### src/rtl/gpf_pkg.sv
package gpf_pkg;

  // Strobes from the control FSM to the datapath
  typedef struct packed {
    logic load;      // capture operation fields and lane mask
    logic loadBase;  // capture the vector base (only if a lane is active)
    logic advance;   // retire the current lane
  } gpfStrobe_t;

  typedef struct packed {
    logic       write;
    logic [1:0] level;
    logic       stream;
  } gpfHint_t;

  function automatic gpfHint_t decodeHint(input logic [3:0] code);
    gpfHint_t h;
    h.write  = code[3];
    h.level  = code[2:1];
    h.stream = code[0];
    return h;
  endfunction

endpackage

### src/rtl/gpf_datapath.sv
module gpf_datapath
  import gpf_pkg::*;
#(
  parameter int VEC_BITS  = 256,
  parameter int PRED_BITS = VEC_BITS / 8
) (
  input  logic                 clk,
  input  logic                 rst,
  input  gpfStrobe_t           strobe,
  input  logic [VEC_BITS-1:0]  opVector,
  input  logic [PRED_BITS-1:0] opPred,
  input  logic                 opWide,
  input  logic [4:0]           opImm,
  input  logic [3:0]           opCode,
  output logic                 anyIn,
  output logic                 lastLane,
  output logic [63:0]          reqAddr,
  output gpfHint_t             reqHint
);

  localparam int LANE32 = VEC_BITS / 32;
  localparam int LANE64 = VEC_BITS / 64;
  localparam int LIDX_W = $clog2(LANE32);
  localparam int WIDX_W = $clog2(LANE64);

  // Lane mask of the incoming operation: lowest predicate bit of each lane's byte group
  logic [LANE32-1:0] narrowMask;
  logic [LANE64-1:0] wideMask;
  logic [LANE32-1:0] maskIn;

  genvar g;
  generate
    for (g = 0; g < LANE32; g++) begin : gNarrowMask
      assign narrowMask[g] = opPred[g*4];
    end
    for (g = 0; g < LANE64; g++) begin : gWideMask
      assign wideMask[g] = opPred[g*8];
    end
  endgenerate

  assign maskIn = opWide ? LANE32'(wideMask) : narrowMask;
  assign anyIn  = |maskIn;

  // Registered operation state
  logic [LANE32-1:0]   pending;
  logic [VEC_BITS-1:0] baseReg;
  logic                wideReg;
  logic [7:0]          offsetReg;
  gpfHint_t            hintReg;

  always_ff @(posedge clk) begin
    if (rst) begin
      pending   <= '0;
      wideReg   <= 1'b0;
      offsetReg <= '0;
      hintReg   <= '0;
    end else if (strobe.load) begin
      pending   <= maskIn;
      wideReg   <= opWide;
      offsetReg <= {opImm, 3'b000};
      hintReg   <= decodeHint(opCode);
    end else if (strobe.advance) begin
      pending   <= pending & (pending - LANE32'(1));  // clear lowest set lane
    end
  end

  always_ff @(posedge clk) begin
    if (strobe.loadBase) baseReg <= opVector;
  end

  // Find-next-active: lowest pending lane
  logic [LIDX_W-1:0] curLane;
  always_comb begin
    curLane = '0;
    for (int i = LANE32 - 1; i >= 0; i--) begin
      if (pending[i]) curLane = LIDX_W'(i);
    end
  end

  assign lastLane = ((pending & (pending - LANE32'(1))) == '0);

  // Lane element views of the base vector
  logic [31:0] narrowArr [LANE32];
  logic [63:0] wideArr   [LANE64];
  generate
    for (g = 0; g < LANE32; g++) begin : gNarrowElem
      assign narrowArr[g] = baseReg[g*32 +: 32];
    end
    for (g = 0; g < LANE64; g++) begin : gWideElem
      assign wideArr[g] = baseReg[g*64 +: 64];
    end
  endgenerate

  logic [WIDX_W-1:0] wideIdx;
  logic [63:0]       laneElem;
  assign wideIdx  = curLane[WIDX_W-1:0];
  assign laneElem = wideReg ? wideArr[wideIdx] : {32'b0, narrowArr[curLane]};
  assign reqAddr  = laneElem + {56'b0, offsetReg};
  assign reqHint  = hintReg;

endmodule

### src/rtl/gpf_control.sv
module gpf_control
  import gpf_pkg::*;
(
  input  logic       clk,
  input  logic       rst,
  input  logic       opValid,
  input  logic       reqReady,
  input  logic       anyIn,
  input  logic       lastLane,
  output logic       opReady,
  output logic       reqValid,
  output logic       opDone,
  output gpfStrobe_t strobe
);

  typedef enum logic [1:0] {ST_IDLE, ST_BUSY, ST_FIN} gpfState_t;
  gpfState_t state, stateNext;

  logic accept, handshake;
  assign opReady   = (state == ST_IDLE);
  assign reqValid  = (state == ST_BUSY);
  assign opDone    = (state == ST_FIN);
  assign accept    = opReady && opValid;
  assign handshake = reqValid && reqReady;

  always_comb begin
    strobe          = '0;
    strobe.load     = accept;
    strobe.loadBase = accept && anyIn;
    strobe.advance  = handshake;
  end

  always_comb begin
    stateNext = state;
    unique case (state)
      ST_IDLE: if (accept) stateNext = anyIn ? ST_BUSY : ST_FIN;
      ST_BUSY: if (handshake && lastLane) stateNext = ST_FIN;
      ST_FIN:  stateNext = ST_IDLE;
      default: stateNext = ST_IDLE;
    endcase
  end

  always_ff @(posedge clk) begin
    if (rst) state <= ST_IDLE;
    else     state <= stateNext;
  end

endmodule

### src/rtl/gpf_seq.sv
module gpf_seq
  import gpf_pkg::*;
#(
  parameter int VEC_BITS  = 256,
  parameter int PRED_BITS = VEC_BITS / 8
) (
  input  logic                 clk,
  input  logic                 rst,
  input  logic                 opValid,
  output logic                 opReady,
  input  logic [VEC_BITS-1:0]  opVector,
  input  logic [PRED_BITS-1:0] opPred,
  input  logic                 opWide,
  input  logic [4:0]           opImm,
  input  logic [3:0]           opCode,
  output logic                 reqValid,
  input  logic                 reqReady,
  output logic [63:0]          reqAddr,
  output logic                 reqWrite,
  output logic [1:0]           reqLevel,
  output logic                 reqStream,
  output logic                 opDone
);

  gpfStrobe_t strobe;
  gpfHint_t   hint;
  logic       anyIn, lastLane;

  gpf_control u_ctrl (
    .clk      (clk),
    .rst      (rst),
    .opValid  (opValid),
    .reqReady (reqReady),
    .anyIn    (anyIn),
    .lastLane (lastLane),
    .opReady  (opReady),
    .reqValid (reqValid),
    .opDone   (opDone),
    .strobe   (strobe)
  );

  gpf_datapath #(.VEC_BITS(VEC_BITS), .PRED_BITS(PRED_BITS)) u_dp (
    .clk      (clk),
    .rst      (rst),
    .strobe   (strobe),
    .opVector (opVector),
    .opPred   (opPred),
    .opWide   (opWide),
    .opImm    (opImm),
    .opCode   (opCode),
    .anyIn    (anyIn),
    .lastLane (lastLane),
    .reqAddr  (reqAddr),
    .reqHint  (hint)
  );

  assign reqWrite  = hint.write;
  assign reqLevel  = hint.level;
  assign reqStream = hint.stream;

endmodule

### config.mk
export PLATFORM = sky130hd
export DESIGN_NAME = gpf_seq
export DESIGN_NICKNAME = d
export VERILOG_FILES = /design/src/rtl/gpf_pkg.sv /design/src/rtl/gpf_datapath.sv /design/src/rtl/gpf_control.sv /design/src/rtl/gpf_seq.sv
export SDC_FILE = /design/constraint.sdc
export NUM_CORES = 1
export LEC_CHECK = 0
export BUFFER_PORTS_ARGS = -buffer_cell sky130_fd_sc_hd__buf_2
export CORE_UTILIZATION = 30
export CTS_CLUSTER_SIZE = 12
export DETAILED_ROUTE_END_ITERATION = 10
export GPL_TIMING_DRIVEN = 1
export PLACE_DENSITY = 0.52
export SLEW_MARGIN = 20
export SYNTH_ARGS = -nofsm -noshare
export SYNTH_HDL_FRONTEND = slang
export SYNTH_SLANG_ARGS = --single-unit
### constraint.sdc
create_clock -name clk -period 22 [get_ports clk]
set_input_delay 3.3 -clock clk [delete_from_list [all_inputs] [get_ports clk]]
set_output_delay 3.3 -clock clk [all_outputs]
set_load 0.02 [all_outputs]
==> reports/metrics.csv <==
stage;metric;value;unit
placed_design;Post-Place Setup Slack;12.31;ns
timing;Slew Limit Fails;0;
worst_setup_path;CP max stage delay;1.13;ns
drt;DRT antenna net count;0;
pwr;pwr dens;94.6;nW/um^2
drt;routed wire length;58200;microns
synthesis;Mapped Nets;1588;
die;Die ar.;51700;sq um
synthesis;asr flop ratio synth;0;%
clocking;CTS root buf;clkbuf_16;
synthesis;sequential share of the synthesized area;53.1;%
pwr;Static Leak;6.94;nW
worst_setup_path;Critical path buffers and inverters;3;
timing;Max Clock Freq;97.5;MHz
die;num rows;82;
clocking;TritonCTS clock tree;done;
synthesis;EDFF count, synth;256;
grt;largest net degree at the start of global routing;163;
min_path;hold endpoint;u_dp.reqHint[0];
min_path;Hold Crit Class;reg2reg;
clocking;clock buffer depth;3;
clocking;Num CTS Buffers;35;
grt;global route overflow;0;
drt;Routed wire per std cell;25.4;microns
clocking;Setup Fix Bufs, Post-CTS;0;
grt;initial antenna violation count;5;
worst_setup_path;FF-to-FF setup slack;18.98;ns
timing;Max-slew headroom;21.6;%
timing;RSZ-0062 raised after global routing;no;
placed_design;PortBufs;348;
drt;via count;12800;
timing;setup_tns;0;ns
synthesis;syn_area_per_cell;11.9;sq um
drt;DR iter-0 viols;1304;
final_layout;most common cell after layout, fill and taps aside;buf_2;
final_layout;share of cells above drive strength 1;32.9;%
run_status;status;complete, no violations;
worst_setup_path;crit start category;register;
grt;first-pass GRT wire length;82600;microns
worst_setup_path;cells along the critical path;nor2_2 -> o31a_2 -> nor2_8 -> buf_4 -> buf_4 -> a2111oi_0 -> a211oi_1 -> o211ai_1 -> nand4bb_1 -> nor4_4 -> nand3_1 -> xor2_1 -> buf_2;
synthesis;main flop type after synthesis;edfxtp_1;
timing;final setup margin;11.74;ns
min_path;Hold Path Stages;2;
pwr;maximum vdd drop;0.0439;mV
clocking;Worst-path clk slew;0.06;ns
worst_setup_path;top fanout value on the critical path;55;
timing;Setup Viol. Count Final;0;
synthesis;post-synthesis cell type count;96;
die;CORE AREA;50200;sq um
clocking;clk sinks;276;
drt;Residual DRC;0;
worst_setup_path;R2R Path End;u_dp.baseReg[218];
worst_setup_path;WP depth;13;
die;Die Y;227;microns
run;max cap viols;0;
clocking;H-tree level count;2;
placed_design;placer congestion estimate;0.886;
clocking;Worst-Skew Late Latency;0.57;ns
min_path;hold_sp;u_dp.reqHint[0];
drt;Via density;5.55;
clocking;post-cts sizing count;0;
grt;Tot GR Track Use;22.2;%
drt;WL met3;4440;microns
worst_setup_path;critical path data required time;18.70;ns
worst_setup_path;Critical path origin;u_dp.pending[2];
synthesis;Netlist Area Pre-Place;15200;sq um
synthesis;yosys warns;0;
die;# IOs;373;
final_layout;area added between synthesis and finish;23.4;%
worst_setup_path;RR Startpoint;u_ctrl.state[1];
worst_setup_path;Crit. End Element;primary output;
final_layout;Layout Nets;1904;
drt;top sig layer;met5;
timing;Period Utilization, post-route;46.6;%
worst_setup_path;Worst Reg-to-Reg Cells;3;
worst_setup_path;cell mode on critical path;buf_4;
worst_setup_path;Crit path max-delay family;simple AND/OR/NAND/NOR gates;
drt;met2 wire len;27400;microns
drt;WL met1;24000;microns
worst_setup_path;CP max-delay cell;nor4_4;
worst_setup_path;type of the worst setup path;reg2out;
final_layout;most frequent cells in the layout;buf_2, edfxtp_1, nand2_1, nand3_1, a21oi_1;
placed_design;hpwl dp;42200;microns
synthesis;Syn Inst Count;1280;
die;Initial Utilization;30.4;%
timing;Fin. Hold Viols;0;
timing;post-route clock skew;0.0118;ns
timing;Final Critical Period;10.26;ns
clocking;CTS Hold Bufs;0;
die;die width;227;microns
worst_setup_path;data arrival time of the critical path;6.96;ns
grt;vias in the first global route;12500;
synthesis;register bit total from synthesis;276;
drt;Initial DRT Pass Iterations;7;
timing;worst slew pin tran;1.15;ns
[how the worst max path moves through the flow]
| stage | endpoint | slack (ns) |
|---|---|---|
| after detailed placement | reqAddr[54] | 12.31 |
| final | reqAddr[54] | 11.74 |
| after CTS | reqAddr[54] | 11.68 |
| after global placement | reqAddr[54] | 12.35 |
| after floorplan | u_dp.baseReg[0] | 11.70 |
| after global routing | reqAddr[54] | 11.30 |
[worst register-to-register path, cell delays in order, from the launching register on]
cell and delay, ns:
dfxtp_1 0.35, nor3b_2 0.89, and2_4 0.52, buf_12 0.56
[state kept, by name, indices dropped and copies added, names as in the netlist]
signal          count
u_dp.offsetReg      5
u_dp.reqHint        4
u_dp.baseReg      256
u_dp.pending        8
u_dp.wideReg        1
u_ctrl.state        2
[final cells by class]
class                      instances  area (sq um)
clock buffer                      45           966
antenna                            2          5.00
inverter                          19          71.3
timing repair buffer             372          1930
tap                              672           841
clock inverter                    18           260
sequential                       276          8090
multi-input combinational        892          6630
fill                            4933         31400
[cells in the mapped netlist (9+ instances only)]
cell type | count | area [sq um]
xnor2_1 | 22 | 193
nand3_1 | 85 | 425
nor4_1 | 12 | 75.1
a32oi_1 | 10 | 87.6
nand2_1 | 148 | 556
nor3_1 | 18 | 90.1
a21oi_1 | 78 | 390
nor2_1 | 60 | 225
o21ai_0 | 53 | 265
edfxtp_1 | 256 | 7690
inv_1 | 18 | 67.6
dfxtp_1 | 20 | 400
xor2_1 | 28 | 245
and3_1 | 19 | 119
mux2i_1 | 38 | 380
a2111oi_0 | 10 | 87.6
a211oi_1 | 22 | 165
o221ai_1 | 9 | 78.8
buf_2 | 35 | 175
buf_6 | 9 | 101
o211ai_1 | 10 | 75.1
and2_1 | 12 | 75.1
clkbuf_1 | 37 | 139
o22ai_1 | 10 | 62.6
nand4_1 | 14 | 87.6
mux4_2 | 55 | 1240
[report_power, final]
part           internal, mW  switching [mW]  total, mW
sequential            0.625          0.0270      0.652
clock                 0.373           0.239      0.612
combinational         0.183           0.329      0.512
[logic make-up (layout without fill, tap and decap cells)]
kind of cell / after synthesis / count (layout) / synth area share, %
compound gates: 291 / 291 / 13.2
xor+xnor: 51 / 51 / 2.98
fa+ha+maj: 7 / 7 / 0.608
buf+inv: 112 / 454 / 3.66
flops: 276 / 276 / 53.1
mux: 102 / 102 / 11.3
other cells: 0 / 2 / 0
simple gates: 441 / 441 / 15.1
[layer usage]
metal / vias up / global-route usage [%]
li1: 5650 / -
met1: 6311 / 29.2
met2: 664 / 35.6
met3: 121 / 4.01
met4: 4 / 9.92
met5: - / 0
[through the flow]
| step | std cells | hold slack, ns | utilization, % | instance area [sq um] | power (mW) |
|---|---|---|---|---|---|
| CTS | 2294 | 0.459 | 37.4 | 18800 | 1.79 |
| global placement | 2231 | 0.442 | 35.0 | 17600 | 1.17 |
| global route | 2295 | 0.478 | 37.5 | 18800 | 1.85 |
| finish | 2296 | 0.455 | 37.5 | 18800 | 1.78 |
| floorplan | 1280 | 0.441 | - | 15200 | 1.00 |
| detailed placement | 2231 | 0.451 | 35.0 | 17600 | 1.18 |
Power figures use the tool's default switching activity.
